## config.mk

```make
export PLATFORM = sky130hd
export DESIGN_NAME = wide_reg_bridge
export DESIGN_NICKNAME = d
export VERILOG_FILES = /design/src/rtl/wrb_pkg.sv /design/src/rtl/wrb_decode.sv /design/src/rtl/wrb_read_latch.sv /design/src/rtl/wrb_collector.sv /design/src/rtl/wide_reg_bridge.sv
export SDC_FILE = /design/constraint.sdc
export NUM_CORES = 1
export LEC_CHECK = 0
export CAP_MARGIN = 5
export CORE_MARGIN = 3
export CORE_UTILIZATION = 57
export DETAILED_ROUTE_END_ITERATION = 7
export PLACE_DENSITY = 0.9
export RECOVER_POWER = 50
export SLEW_MARGIN = 40
export SYNTH_ARGS = -nofsm -noshare
export SYNTH_HDL_FRONTEND = slang
export SYNTH_SLANG_ARGS = --single-unit
```

## constraint.sdc

```tcl
create_clock -name clk -period 11.8 [get_ports clk]
set_input_delay 3.54 -clock clk [delete_from_list [all_inputs] [get_ports clk]]
set_output_delay 3.54 -clock clk [all_outputs]
set_load 0.02 [all_outputs]
```

## src/rtl/wrb_pkg.sv

```systemverilog
package wrb_pkg;
  localparam int DW          = 32;
  localparam int WIDE_DWORDS = 4;
  localparam int SRAM_DWORDS = 2;
  localparam int WIDE_W      = DW * WIDE_DWORDS;
  localparam int PAGE_SHIFT  = 13;

  localparam logic [PAGE_SHIFT-1:0] OFS_DESC_A = 13'h830;
  localparam logic [PAGE_SHIFT-1:0] OFS_DESC_B = 13'hA10;
  localparam logic [PAGE_SHIFT-1:0] OFS_EVQ    = 13'h400;
  localparam logic [PAGE_SHIFT-1:0] OFS_TIMER  = 13'h420;

  typedef enum logic [1:0] {K_WIDE, K_SRAM, K_DESC, K_NARROW} kind_e;

  function automatic logic desc_hit(input logic [PAGE_SHIFT-1:0] ofs);
    logic [PAGE_SHIFT-1:0] slot;
    slot = ofs & ~PAGE_SHIFT'(15);
    return (slot == OFS_DESC_A) || (slot == OFS_DESC_B);
  endfunction

  function automatic logic narrow_hit(input logic [PAGE_SHIFT-1:0] ofs);
    logic [PAGE_SHIFT-1:0] word;
    word = ofs & ~PAGE_SHIFT'(3);
    return (word == OFS_EVQ) || (word == OFS_TIMER);
  endfunction

  function automatic logic [DW-1:0] get_dword(input logic [WIDE_W-1:0] d,
                                              input logic [1:0] p);
    return d[p*DW +: DW];
  endfunction

  function automatic logic [WIDE_W-1:0] put_dword(input logic [WIDE_W-1:0] d,
                                                  input logic [1:0] p,
                                                  input logic [DW-1:0] w);
    logic [WIDE_W-1:0] r;
    r = d;
    r[p*DW +: DW] = w;
    return r;
  endfunction

  // Lower three dwords kept only where the mask says they were collected.
  function automatic logic [WIDE_W-DW-1:0] zero_fill(input logic [WIDE_W-1:0] d,
                                                     input logic [WIDE_DWORDS-1:0] m);
    logic [WIDE_W-DW-1:0] r;
    for (int i = 0; i < WIDE_DWORDS-1; i++)
      r[i*DW +: DW] = m[i] ? d[i*DW +: DW] : '0;
    return r;
  endfunction

  function automatic logic all_present(input logic [WIDE_DWORDS-1:0] m,
                                       input logic sram);
    return sram ? (&m[SRAM_DWORDS-1:0]) : (&m);
  endfunction
endpackage

```

## src/rtl/wrb_decode.sv

```systemverilog
module wrb_decode
  import wrb_pkg::*;
#(
  parameter int ADDR_W = 16,
  parameter int IDX_W  = ADDR_W - 4,
  parameter int PAGE_W = ADDR_W - 1 - PAGE_SHIFT
) (
  input  logic [ADDR_W-1:0] addr,
  output kind_e             kind,
  output logic [IDX_W-1:0]  idx,
  output logic [1:0]        pos,
  output logic [PAGE_W-1:0] page,
  output logic              timer_hit
);
  logic [PAGE_SHIFT-1:0] ofs;
  assign ofs  = addr[PAGE_SHIFT-1:0];
  assign page = addr[ADDR_W-2:PAGE_SHIFT];

  always_comb begin
    timer_hit = 1'b0;
    if (addr[ADDR_W-1]) begin
      kind = K_SRAM;
      idx  = addr[ADDR_W-2:3];
      pos  = {1'b0, addr[2]};
    end else begin
      idx = {1'b0, addr[ADDR_W-2:4]};
      pos = addr[3:2];
      if (narrow_hit(ofs)) begin
        kind      = K_NARROW;
        timer_hit = ((ofs & ~PAGE_SHIFT'(3)) == OFS_TIMER);
      end else if (desc_hit(ofs)) begin
        kind = K_DESC;
      end else begin
        kind = K_WIDE;
      end
    end
  end
endmodule

```

## src/rtl/wrb_read_latch.sv

```systemverilog
module wrb_read_latch
  import wrb_pkg::*;
#(
  parameter int IDX_W = 12
) (
  input  logic              clk,
  input  logic              rst_n,
  input  logic              rd_en,
  input  logic              sram,
  input  logic [IDX_W-1:0]  idx,
  input  logic [1:0]        pos,
  input  logic [WIDE_W-1:0] live,
  output logic              cap,
  output logic [DW-1:0]     rdata,
  output logic              rvalid
);
  logic              lt_valid;
  logic [IDX_W:0]    lt_tgt;
  logic [WIDE_W-1:0] lt_data;
  logic [IDX_W:0]    tgt;

  assign tgt = {sram, idx};
  assign cap = rd_en && ((pos == 2'd0) || !lt_valid || (lt_tgt != tgt));

  always_ff @(posedge clk or negedge rst_n) begin
    if (!rst_n) begin
      lt_valid <= 1'b0;
      lt_tgt   <= '0;
      lt_data  <= '0;
      rdata    <= '0;
      rvalid   <= 1'b0;
    end else begin
      rvalid <= rd_en;
      if (cap) begin
        lt_valid <= 1'b1;
        lt_tgt   <= tgt;
        lt_data  <= sram ? {{(WIDE_W-SRAM_DWORDS*DW){1'b0}}, live[SRAM_DWORDS*DW-1:0]} : live;
      end
      if (rd_en) rdata <= get_dword(cap ? live : lt_data, pos);
    end
  end
endmodule

```

## src/rtl/wrb_collector.sv

```systemverilog
module wrb_collector
  import wrb_pkg::*;
#(
  parameter int IDX_W  = 12,
  parameter int PAGE_W = 2
) (
  input  logic                   clk,
  input  logic                   rst_n,
  input  logic                   wr_en,
  input  kind_e                  kind,
  input  logic [IDX_W-1:0]       idx,
  input  logic [1:0]             pos,
  input  logic [PAGE_W-1:0]      page,
  input  logic                   timer_hit,
  input  logic [DW-1:0]          wdata,
  output logic                   wr_stb,
  output logic                   wr_sram,
  output logic [IDX_W-1:0]       wr_idx,
  output logic [WIDE_W-1:0]      wr_data,
  output logic                   nw_stb,
  output logic                   nw_timer,
  output logic [PAGE_W-1:0]      nw_page,
  output logic [DW-1:0]          nw_data,
  output logic                   ev_commit,
  output logic                   ev_drop,
  output logic                   ev_inval,
  output logic [WIDE_DWORDS-1:0] mask_q
);
  logic [IDX_W:0]          tgt_q, tgt_d, tgt;
  logic [WIDE_W-1:0]       data_q, data_d, out_d, merged_data;
  logic [WIDE_DWORDS-1:0]  mask_d, base_mask, merged_mask;
  logic                    is_sram, same, ev_narrow;

  assign is_sram     = (kind == K_SRAM);
  assign tgt         = {is_sram, idx};
  assign same        = (mask_q != '0) && (tgt_q == tgt);
  assign base_mask   = same ? mask_q : '0;
  assign merged_mask = base_mask | (WIDE_DWORDS'(1) << pos);
  assign merged_data = put_dword(same ? data_q : '0, pos, wdata);

  always_comb begin
    mask_d    = mask_q;
    tgt_d     = tgt_q;
    data_d    = data_q;
    out_d     = '0;
    ev_commit = 1'b0;
    ev_drop   = 1'b0;
    ev_inval  = 1'b0;
    ev_narrow = 1'b0;
    if (wr_en) begin
      unique case (kind)
        K_WIDE, K_SRAM: begin
          if (all_present(merged_mask, is_sram)) begin
            ev_commit = 1'b1;
            out_d     = merged_data;
            mask_d    = '0;
          end else begin
            mask_d = merged_mask;
            tgt_d  = tgt;
            data_d = merged_data;
          end
        end
        K_DESC: begin
          if (pos == 2'd3) begin
            ev_commit = 1'b1;
            out_d     = {wdata, zero_fill(data_q, base_mask)};
            if (same) mask_d = '0;
          end else if ((mask_q != '0) && !same) begin
            ev_drop = 1'b1;
          end else begin
            mask_d = merged_mask;
            tgt_d  = tgt;
            data_d = merged_data;
          end
        end
        K_NARROW: begin
          ev_narrow = 1'b1;
          if (timer_hit && (page == '0)) begin
            ev_inval = 1'b1;
            mask_d   = '0;
          end
        end
        default: ;
      endcase
    end
  end

  always_ff @(posedge clk or negedge rst_n) begin
    if (!rst_n) begin
      mask_q   <= '0;
      tgt_q    <= '0;
      data_q   <= '0;
      wr_stb   <= 1'b0;
      wr_sram  <= 1'b0;
      wr_idx   <= '0;
      wr_data  <= '0;
      nw_stb   <= 1'b0;
      nw_timer <= 1'b0;
      nw_page  <= '0;
      nw_data  <= '0;
    end else begin
      mask_q <= mask_d;
      tgt_q  <= tgt_d;
      data_q <= data_d;
      wr_stb <= ev_commit;
      nw_stb <= ev_narrow;
      if (ev_commit) begin
        wr_sram <= is_sram;
        wr_idx  <= idx;
        wr_data <= out_d;
      end
      if (ev_narrow) begin
        nw_timer <= timer_hit;
        nw_page  <= page;
        nw_data  <= wdata;
      end
    end
  end
endmodule

```

## src/rtl/wide_reg_bridge.sv

```systemverilog
module wide_reg_bridge
  import wrb_pkg::*;
#(
  parameter int ADDR_W = 16,
  parameter int IDX_W  = ADDR_W - 4,
  parameter int PAGE_W = ADDR_W - 1 - PAGE_SHIFT
) (
  input  logic              clk,
  input  logic              rst_n,
  input  logic              host_wr,
  input  logic              host_rd,
  input  logic [ADDR_W-1:0] host_addr,
  input  logic [DW-1:0]     host_wdata,
  output logic [DW-1:0]     host_rdata,
  output logic              host_rvalid,
  output logic              rd_stb,
  output logic              rd_sram,
  output logic [IDX_W-1:0]  rd_idx,
  input  logic [WIDE_W-1:0] rd_data,
  output logic              wr_stb,
  output logic              wr_sram,
  output logic [IDX_W-1:0]  wr_idx,
  output logic [WIDE_W-1:0] wr_data,
  output logic              nw_stb,
  output logic              nw_timer,
  output logic [PAGE_W-1:0] nw_page,
  output logic [DW-1:0]     nw_data
);
  kind_e                  dec_kind;
  logic [IDX_W-1:0]       dec_idx;
  logic [1:0]             dec_pos;
  logic [PAGE_W-1:0]      dec_page;
  logic                   dec_timer;
  logic                   ev_commit, ev_drop, ev_inval;
  logic [WIDE_DWORDS-1:0] coll_mask;

  wrb_decode #(.ADDR_W(ADDR_W), .IDX_W(IDX_W), .PAGE_W(PAGE_W)) u_dec (
    .addr(host_addr), .kind(dec_kind), .idx(dec_idx), .pos(dec_pos),
    .page(dec_page), .timer_hit(dec_timer)
  );

  assign rd_sram = (dec_kind == K_SRAM);
  assign rd_idx  = dec_idx;

  wrb_read_latch #(.IDX_W(IDX_W)) u_rl (
    .clk(clk), .rst_n(rst_n), .rd_en(host_rd), .sram(rd_sram), .idx(dec_idx),
    .pos(dec_pos), .live(rd_data), .cap(rd_stb), .rdata(host_rdata),
    .rvalid(host_rvalid)
  );

  wrb_collector #(.IDX_W(IDX_W), .PAGE_W(PAGE_W)) u_col (
    .clk(clk), .rst_n(rst_n), .wr_en(host_wr), .kind(dec_kind), .idx(dec_idx),
    .pos(dec_pos), .page(dec_page), .timer_hit(dec_timer), .wdata(host_wdata),
    .wr_stb(wr_stb), .wr_sram(wr_sram), .wr_idx(wr_idx), .wr_data(wr_data),
    .nw_stb(nw_stb), .nw_timer(nw_timer), .nw_page(nw_page), .nw_data(nw_data),
    .ev_commit(ev_commit), .ev_drop(ev_drop), .ev_inval(ev_inval),
    .mask_q(coll_mask)
  );
endmodule

```

==> results of run 1 <==
==> state kept, by name, summed over array words and instances, names as in the netlist <==
name / count
u_col.data_q: 128
u_col.wr_data: 128
u_col.nw_page: 2
u_col.mask_q: 4
u_col.nw_timer: 1
u_rl.lt_valid: 1
u_rl.lt_tgt: 13
u_rl.lt_data: 128
u_col.nw_stb: 1
u_rl.rvalid: 1
u_col.wr_idx: 12
u_col.tgt_q: 13
u_col.wr_stb: 1
u_rl.rdata: 32
u_col.wr_sram: 1
u_col.nw_data: 32
==> critical path, stage by stage <==
cell and delay (ns):
dlygate4sd3_1 1.04, mux2i_1 0.64, xor2_1 0.20, nand3_1 0.10, nor4_1 0.19, nand3_1 0.17
nand2_4 0.54, inv_1 0.08, clkdlybuf4s50_1 0.56
==> stage by stage <==
step	hold WS [ns]	cell area (sq um)	instances	total power, mW
global placement	0.461	26000	2649	2.99
floorplan	0.440	21700	1879	2.50
global route	0.493	27800	2747	4.86
finish	0.482	27800	2748	4.70
CTS	0.486	27900	2747	4.74
detailed placement	0.461	26100	2654	3.04
==> power by group through the flow <==
| stage | combinational [mW] | sequential [mW] | clock [mW] |
|---|---|---|---|
| floorplan | 0.309 | 2.19 | 0 |
| global placement | 0.943 | 2.04 | 0 |
| global route | 1.02 | 2.05 | 1.78 |
| detailed placement | 0.978 | 2.06 | 0 |
| finish | 0.966 | 2.04 | 1.70 |
| CTS | 0.994 | 2.03 | 1.71 |
==> final timing paths <==
check	end	slack, ns	cells past startpoint
setup / recovery	rd_stb	1.18	9
hold / removal	u_col.wr_idx[6]	0.48	2
setup reg to reg	u_col.wr_data[26]	7.21	11
hold reg to reg	u_col.wr_idx[6]	0.48	2
max in group asynchronous	u_rl.lt_data[22]	1.97	3
min in group asynchronous	u_rl.rvalid	3.75	1
==> placed cells by master, fill, tap and decap left out, drive strengths merged, types with 32 or more instances in the layout <==
cell type | Yosys | final
buf | 68 | 36
dfrtp | 498 | 498
o21ai | 42 | 42
dlygate4sd3 | 0 | 104
a221oi | 32 | 32
a22o | 193 | 193
nor2 | 209 | 209
mux2 | 98 | 98
clkbuf | 108 | 84
clkdlybuf4s50 | 0 | 295
a21oi | 206 | 206
a31oi | 34 | 34
mux4 | 64 | 64
nand2 | 208 | 208
==> layout make-up <==
cell class,instances,area [sq um]
well taps,504,631
inverters,23,91.3
repair buffers,447,4330
clock inverters,21,285
multi-input cells,1182,8530
flip-flops and latches,498,12500
diodes,1,2.50
fillers,2223,9250
clock buffers,72,1470
==> synthesized netlist by cell type, types with 2 or more instances <==
master,instances
a21oi_1,206
clkbuf_1,108
nand4_1,7
a221o_1,3
xnor2_1,13
inv_1,23
nand3_1,5
a21o_1,2
buf_2,47
a22o_1,193
o21ai_1,13
mux2i_1,9
o21ai_0,29
or2_2,2
or3_1,3
o221ai_1,2
mux2i_2,2
o31ai_1,4
nor2b_1,2
mux4_2,64
ha_1,8
o31a_1,3
nor4_1,5
nor4_4,3
a31oi_1,34
buf_1,16
mux2_2,98
dfrtp_1,498
nor2_1,209
xor2_1,10
nand2_1,208
nor3_1,3
a221oi_1,32
buf_6,4
==> per-layer routing <==
| layer | vias to the layer above | global-route usage [%] | wire length, um |
|---|---|---|---|
| met5 | - | 0 | 0 |
| met4 | 0 | 14.3 | 3010 |
| met3 | 236 | 9.27 | 7740 |
| met2 | 1215 | 54.7 | 33200 |
| met1 | 8910 | 40.5 | 23500 |
| li1 | 7426 | - | - |
==> cell families (layout without fill, tap and decap cells) <==
family | count (synthesis) | count (layout) | share of synthesized area (%)
and+or+nand+nor | 452 | 452 | 8.47
AOI/OAI and AO/OA | 526 | 526 | 16.6
buffers and inverters | 199 | 563 | 3.87
adders and majority gates | 8 | 8 | 0.461
muxes | 173 | 173 | 12.3
xor gates and xnor gates | 23 | 23 | 0.928
DFF | 498 | 498 | 57.4
other | 0 | 1 | 0
==> metrics.md, run 1 <==
| Metric | Value |
|---|---|
| Vias in the first global route | 18410 |
| WS Path Type | primary input to primary output |
| H-Tree Depth | 2 |
| FF-to-FF Start | u_col.tgt_q[2] |
| PwrDens | 169 nW/um^2 |
| Top cells by area, synth | dfrtp_1 57%, a22o_1 7.8%, mux4_2 6.6% |
| Mapped Cells | 1879 |
| Post-CTS Setup Bufs | 0 |
| RSZ-0062 raised after global routing | false |
| Post-Route Skew | 0.0197 ns |
| VDD IR max | 0.147 mV |
| Pre-Repair DR Iteration Count | 6 |
| Hpwl dp | 42.5 mm |
| GR Util All Layers | 32.9% |
| Clock Power Share | 36.1% |
| Skew-Pair Late Insertion Delay | 0.59 ns |
| Nets | 2391 |
| Setup crit end kind | primary output |
| IO Pins | 405 |
| Initial Utilization | 58.6% |
| Vias/cell | 6.47 |
| Largest net degree at the start of global routing | 97 |
| GRT overflow | 0 |
| First DRT Iteration DRCs | 1572 |
| CTS resizes | 0 |
| Buffers from clock root to sink, at most | 3 |
| Place WS | 1.20 ns |
| Die Area | 40400 sq um |
| Reg clk slew, reported paths | 0.06 ns |
| Switching Share | 28.7% |
| Post-synthesis net count | 2067 |
| Remaining antenna violation count | 0 |
| Worst Path Max Fanout | 53 |
| DR vias | 17787 |
| Final WS setup | 1.18 ns |
| Post-DR wirelength/cell | 24.6 um |
| Min Tclk post-route | 10.62 ns |
| Fin util | 75.0% |
| Initial antenna violation count | 1 |
| Fin. max-slew vios | 511 |
| Post-synth EDFFs | 0 |
| Internal | 3.35 mW |
| Failing checks | max-capacitance violations, max-slew violations |
| Post-synthesis sequential area ratio | 57.4% |
| Maximum clock rate | 94.2 MHz |
| WP data required | 8.26 ns |
| Min-delay worst type | register to register |
| Switch Pwr | 1.35 mW |
| Mapped cell area | 21700 sq um |
| Final setup violation count | 0 |
| Top-area cell type share of the netlist area | 57.4% |
| Max cap viols | 7 |
| Critical Path Start | host_addr[15] |
| Asr flop ratio synth | 100% |
| Area grow syn2layout | 28.1% |
| Final period utilization | 90.0% |
| DIE WIDTH | 201 um |
| Core area | 37000 sq um |
| Site Rows | 70 |
| Comb pwr share | 20.5% |
| IO Port Bufs | 402 |
| CTS Hold Buffers Added | 0 |
| Share of post-route cells with drive strength above 1 | 13.9% |
| Endpoints failing hold | 0 |
| DRC violations left | 0 |
| Main synth FF type | dfrtp_1 |
| Hold Startpoint | u_col.wr_idx[6] |
| Cell variety after synth | 45 |
| #FFs+latches synth | 498 |
| Synth area leader | dfrtp_1 |
| CTS buffer count | 51 |
| Clk sinks | 498 |
| Static Leak | 12.4 nW |
| Reg power frac | 43.3% |
| Clk root buf | clkbuf_16 |
| WP data arrival | 7.08 ns |
| Status | complete, but fails checks |
| Least-Margin Pin Slew | 3.93 ns |
| CTS tree | done |
| GPL Wtd Cong | 0.860 |
| Slew HR | -162% |
| Die Ht | 201 um |
| Setup TNS | 0 ns |
| Critical Path Start Type | primary input |
| Post-Route WL | 67.5 mm |
| Post-Syn Area per Cell | 11.5 sq um |
| Yosys Warn Count | 0 |
| Global-route wire length before repair | 106 mm |
(Power assumes the default switching activity.)
==> run 2: changes to the inputs <==
--- a/config.mk
+++ b/config.mk
@@ -9,6 +9,7 @@
 export CORE_MARGIN = 3
 export CORE_UTILIZATION = 57
 export DETAILED_ROUTE_END_ITERATION = 7
+export GPL_TIMING_DRIVEN = 0
 export PLACE_DENSITY = 0.9
 export RECOVER_POWER = 50
 export SLEW_MARGIN = 40
==> run 2 against run 1 <==
The run still ends with max-capacitance violations, max-slew violations left. Combinational power is 1% higher. Final cell count up 3.6%. Routed wire length increased by 8.0%. Core utilization grew 0.24 points. Sequential share of layout area fell by 0.14 points. Die area is the same. Total power up 1.1%. Highest routed layer unchanged.
==> metrics.md, run 2 (same netlist as run 1, synthesis figures left out) <==
| Metric | Value |
|---|---|
| Status | complete, but fails checks (unchanged) |
| Failing checks | max-capacitance violations, max-slew violations (unchanged) |
| Clk sinks | 498 (unchanged) |
| Critical Path Start Type | primary input (unchanged) |
| Seq. cell area | 12500 sq um (unchanged) |
| Skew-Pair Late Insertion Delay | 0.61 ns (was 0.59 ns) |
| DIE WIDTH | 201 um (unchanged) |
| Fin area | 27900 sq um (was 27800 sq um) |
| CTS buffer count | 50 (was 51) |
| Core area | 37000 sq um (unchanged) |
| GRT overflow | 0 (unchanged) |
| FF-to-FF setup slack | 7.74 ns (was 7.21 ns) |
| Hold depth | 1 (was 2) |
| CTS Hold Buffers Added | 0 (unchanged) |
| Met1 Resource Use GR | 42.8% (was 40.5%) |
| Remaining antenna violation count | 0 (unchanged) |
| Site Rows | 70 (unchanged) |
| Min Tclk post-route | 11.38 ns (was 10.62 ns) |
| Static Leak | 12.4 nW (about the same) |
| Area grow syn2layout | 28.5% (was 28.1%) |
| Nets | 2493 (was 2391) |
| PwrDens | 171 nW/um^2 (was 169 nW/um^2) |
| DRC violations left | 0 (unchanged) |
| DR vias | 18799 (was 17787) |
| GR Util All Layers | 35.7% (was 32.9%) |
| Global-route wire length before repair | 113 mm (was 106 mm) |
| Maximum clock rate | 87.9 MHz (was 94.2 MHz) |
| Total power | 4.76 mW (was 4.70 mW) |
| IO Pins | 405 (unchanged) |
| Post-DR wirelength/cell | 25.6 um (was 24.6 um) |
| Endpoints failing hold | 0 (unchanged) |
| WP data arrival | 7.84 ns (was 7.08 ns) |
| Reg clk slew, reported paths | 0.06 ns (about the same) |
| Setup crit end kind | primary output (unchanged) |
| Grt peak-use layer | met2 (unchanged) |
| Critical Path Start | host_addr[3] (was host_addr[15]) |
| Largest net degree at the start of global routing | 83 (was 97) |
| Placed Instance Area | 26200 sq um (was 26100 sq um) |
| Final period utilization | 96.5% (was 90.0%) |
| Post-Route WL | 72.9 mm (was 67.5 mm) |
| Initial antenna violation count | 0 (was 1) |
| Buffers from clock root to sink, at most | 3 (unchanged) |
| Biggest registers after layout | u_col.data_q (128), u_col.wr_data (128), u_rl.lt_data (128) (unchanged) |
| RSZ-0062 raised after global routing | false (unchanged) |
| Slew HR | -138% (was -162%) |
| Fin. max-slew vios | 429 (was 511) |
| Max cap viols | 7 (unchanged) |
| IO Port Bufs | 368 (was 402) |
| Multi-input gate area | 8430 sq um (was 8530 sq um) |
| Post-Route Skew | 0.0234 ns (was 0.0197 ns) |
| Final setup violation count | 0 (unchanged) |
| First DRT Iteration DRCs | 1957 (was 1572) |
| Die Area | 40400 sq um (unchanged) |
| Hold Startpoint | u_rl.lt_valid (was u_col.wr_idx[6]) |
| Worst Hold Path EP | u_rl.lt_valid (was u_col.wr_idx[6]) |
| # diodes | 0 (was 1) |
| Commonest non-fill, non-tap cell in the layout | dfrtp_1 (unchanged) |
| GPL Wtd Cong | 0.905 (was 0.860) |
| GR Layer Usage met3 | 10.2% (was 9.27%) |
| R2R depth | 10 (was 11) |
| Min-delay worst type | register to register (unchanged) |
| Share of post-route cells with drive strength above 1 | 13.6% (was 13.9%) |
| Least-Margin Pin Slew | 3.57 ns (was 3.93 ns) |
| Vias/cell | 6.60 (was 6.47) |
| Hpwl dp | 49.1 mm (was 42.5 mm) |
| Worst r2r dst | u_col.wr_data[80] (was u_col.wr_data[26]) |
| FF-to-FF Start | u_col.tgt_q[2] (unchanged) |
| Clk root buf | clkbuf_16 (unchanged) |
| Fillers | 2213 (was 2223) |
| Initial Utilization | 58.6% (unchanged) |
| CTS tree | done (unchanged) |
| Commonest non-fill, non-tap cells in the layout | 498 x dfrtp_1, 264 x clkdlybuf4s50_1, 209 x nor2_1 (was 498 x dfrtp_1, 295 x clkdlybuf4s50_1, 206 x nand2_1) |
| Fin util | 75.3% (was 75.0%) |
| Die Ht | 201 um (unchanged) |
| Worst Path Max Fanout | 15 (was 53) |
| Pre-Repair DR Iteration Count | 6 (unchanged) |
| WS Path Type | primary input to primary output (unchanged) |
| H-Tree Depth | 2 (unchanged) |
| VDD IR max | 0.145 mV (was 0.147 mV) |
| WP data required | 8.26 ns (about the same) |
| Met2 Usage GRT | 59.5% (was 54.7%) |
| Vias in the first global route | 19479 (was 18410) |
==> run 2: cell types whose count changed in the layout (fill, tap and decap cells not counted), moves of 4 or more <==
cell / delta
o21ai_1: +4
nor2_2: -4
clkinv_2: -5
o31ai_4: -4
o21ai_2: -4
buf_1: +14
clkdlybuf4s50_1: -31
buf_4: -30
buf_2: +48
clkbuf_1: +98
nor2_1: +5
==> run 2: area by class of cell <==
class                   count  share of cell area, %
plain buffers             175                   2.72
clock buffers              70                   5.19
clock inverters            21                   1.23
inverters                  23                  0.310
multi-input cells        1182                   30.2
flip-flops and latches    498                   44.7
well taps                 504                   2.26
repair buffers            375                   13.4
==> run 2: how the worst max path moves through the flow <==
| stage | to | cells after the start |
|---|---|---|
| final | rd_stb | 13 |
| after global routing | rd_stb | 13 |
| after CTS | rd_stb | 14 |
| after detailed placement | rd_stb | 14 |
| after global placement | u_rl.lt_data[78] | 1 |
| after floorplan | rd_stb | 15 |
==> run 2: where the power goes <==
group          switching, mW  internal (mW)  total, mW  leakage [nW]
registers              0.138           1.90       2.04          6.33
clock network          0.703           1.03       1.74         0.876
logic                  0.547          0.431      0.978          5.24
==> run 2: per-layer routing <==
layer  vias up  wire (um)
met5         -          0
met4         0       4240
met3       324       8700
met2      1466      35500
met1      9392      24500
li1       7617          -
==> run 2: critical path, stage by stage <==
cell and delay (ns):
clkdlybuf4s50_1 0.57, nand2_1 0.34, clkbuf_1 0.47, ha_1 0.37
inv_1 0.14, nand3_1 0.09, nor4_1 0.19, nand3_1 0.15
nand2_1 0.52, clkbuf_2 0.42, clkbuf_1 0.38, inv_1 0.07
clkdlybuf4s50_1 0.56
==> run 2: timing repair <==
action                                  CTS  global route
setup buffers                             0             0
gates resized for setup                   0             1
endpoints found under the setup margin    0             1
==> run 2: per-stage QoR <==
step / TNS (ns) / setup WS, ns / hold slack (ns) / instances
after detailed placement: 0 / 0.153 / 0.462 / 2758
after global placement: -6780.51 / -13.68 / 0.458 / 2751
after global routing: 0 / 0.125 / 0.503 / 2848
final: 0 / 0.418 / 0.479 / 2848
after floorplan: 0 / 2.07 / 0.440 / 1879
after CTS: 0 / 0.0737 / 0.476 / 2849
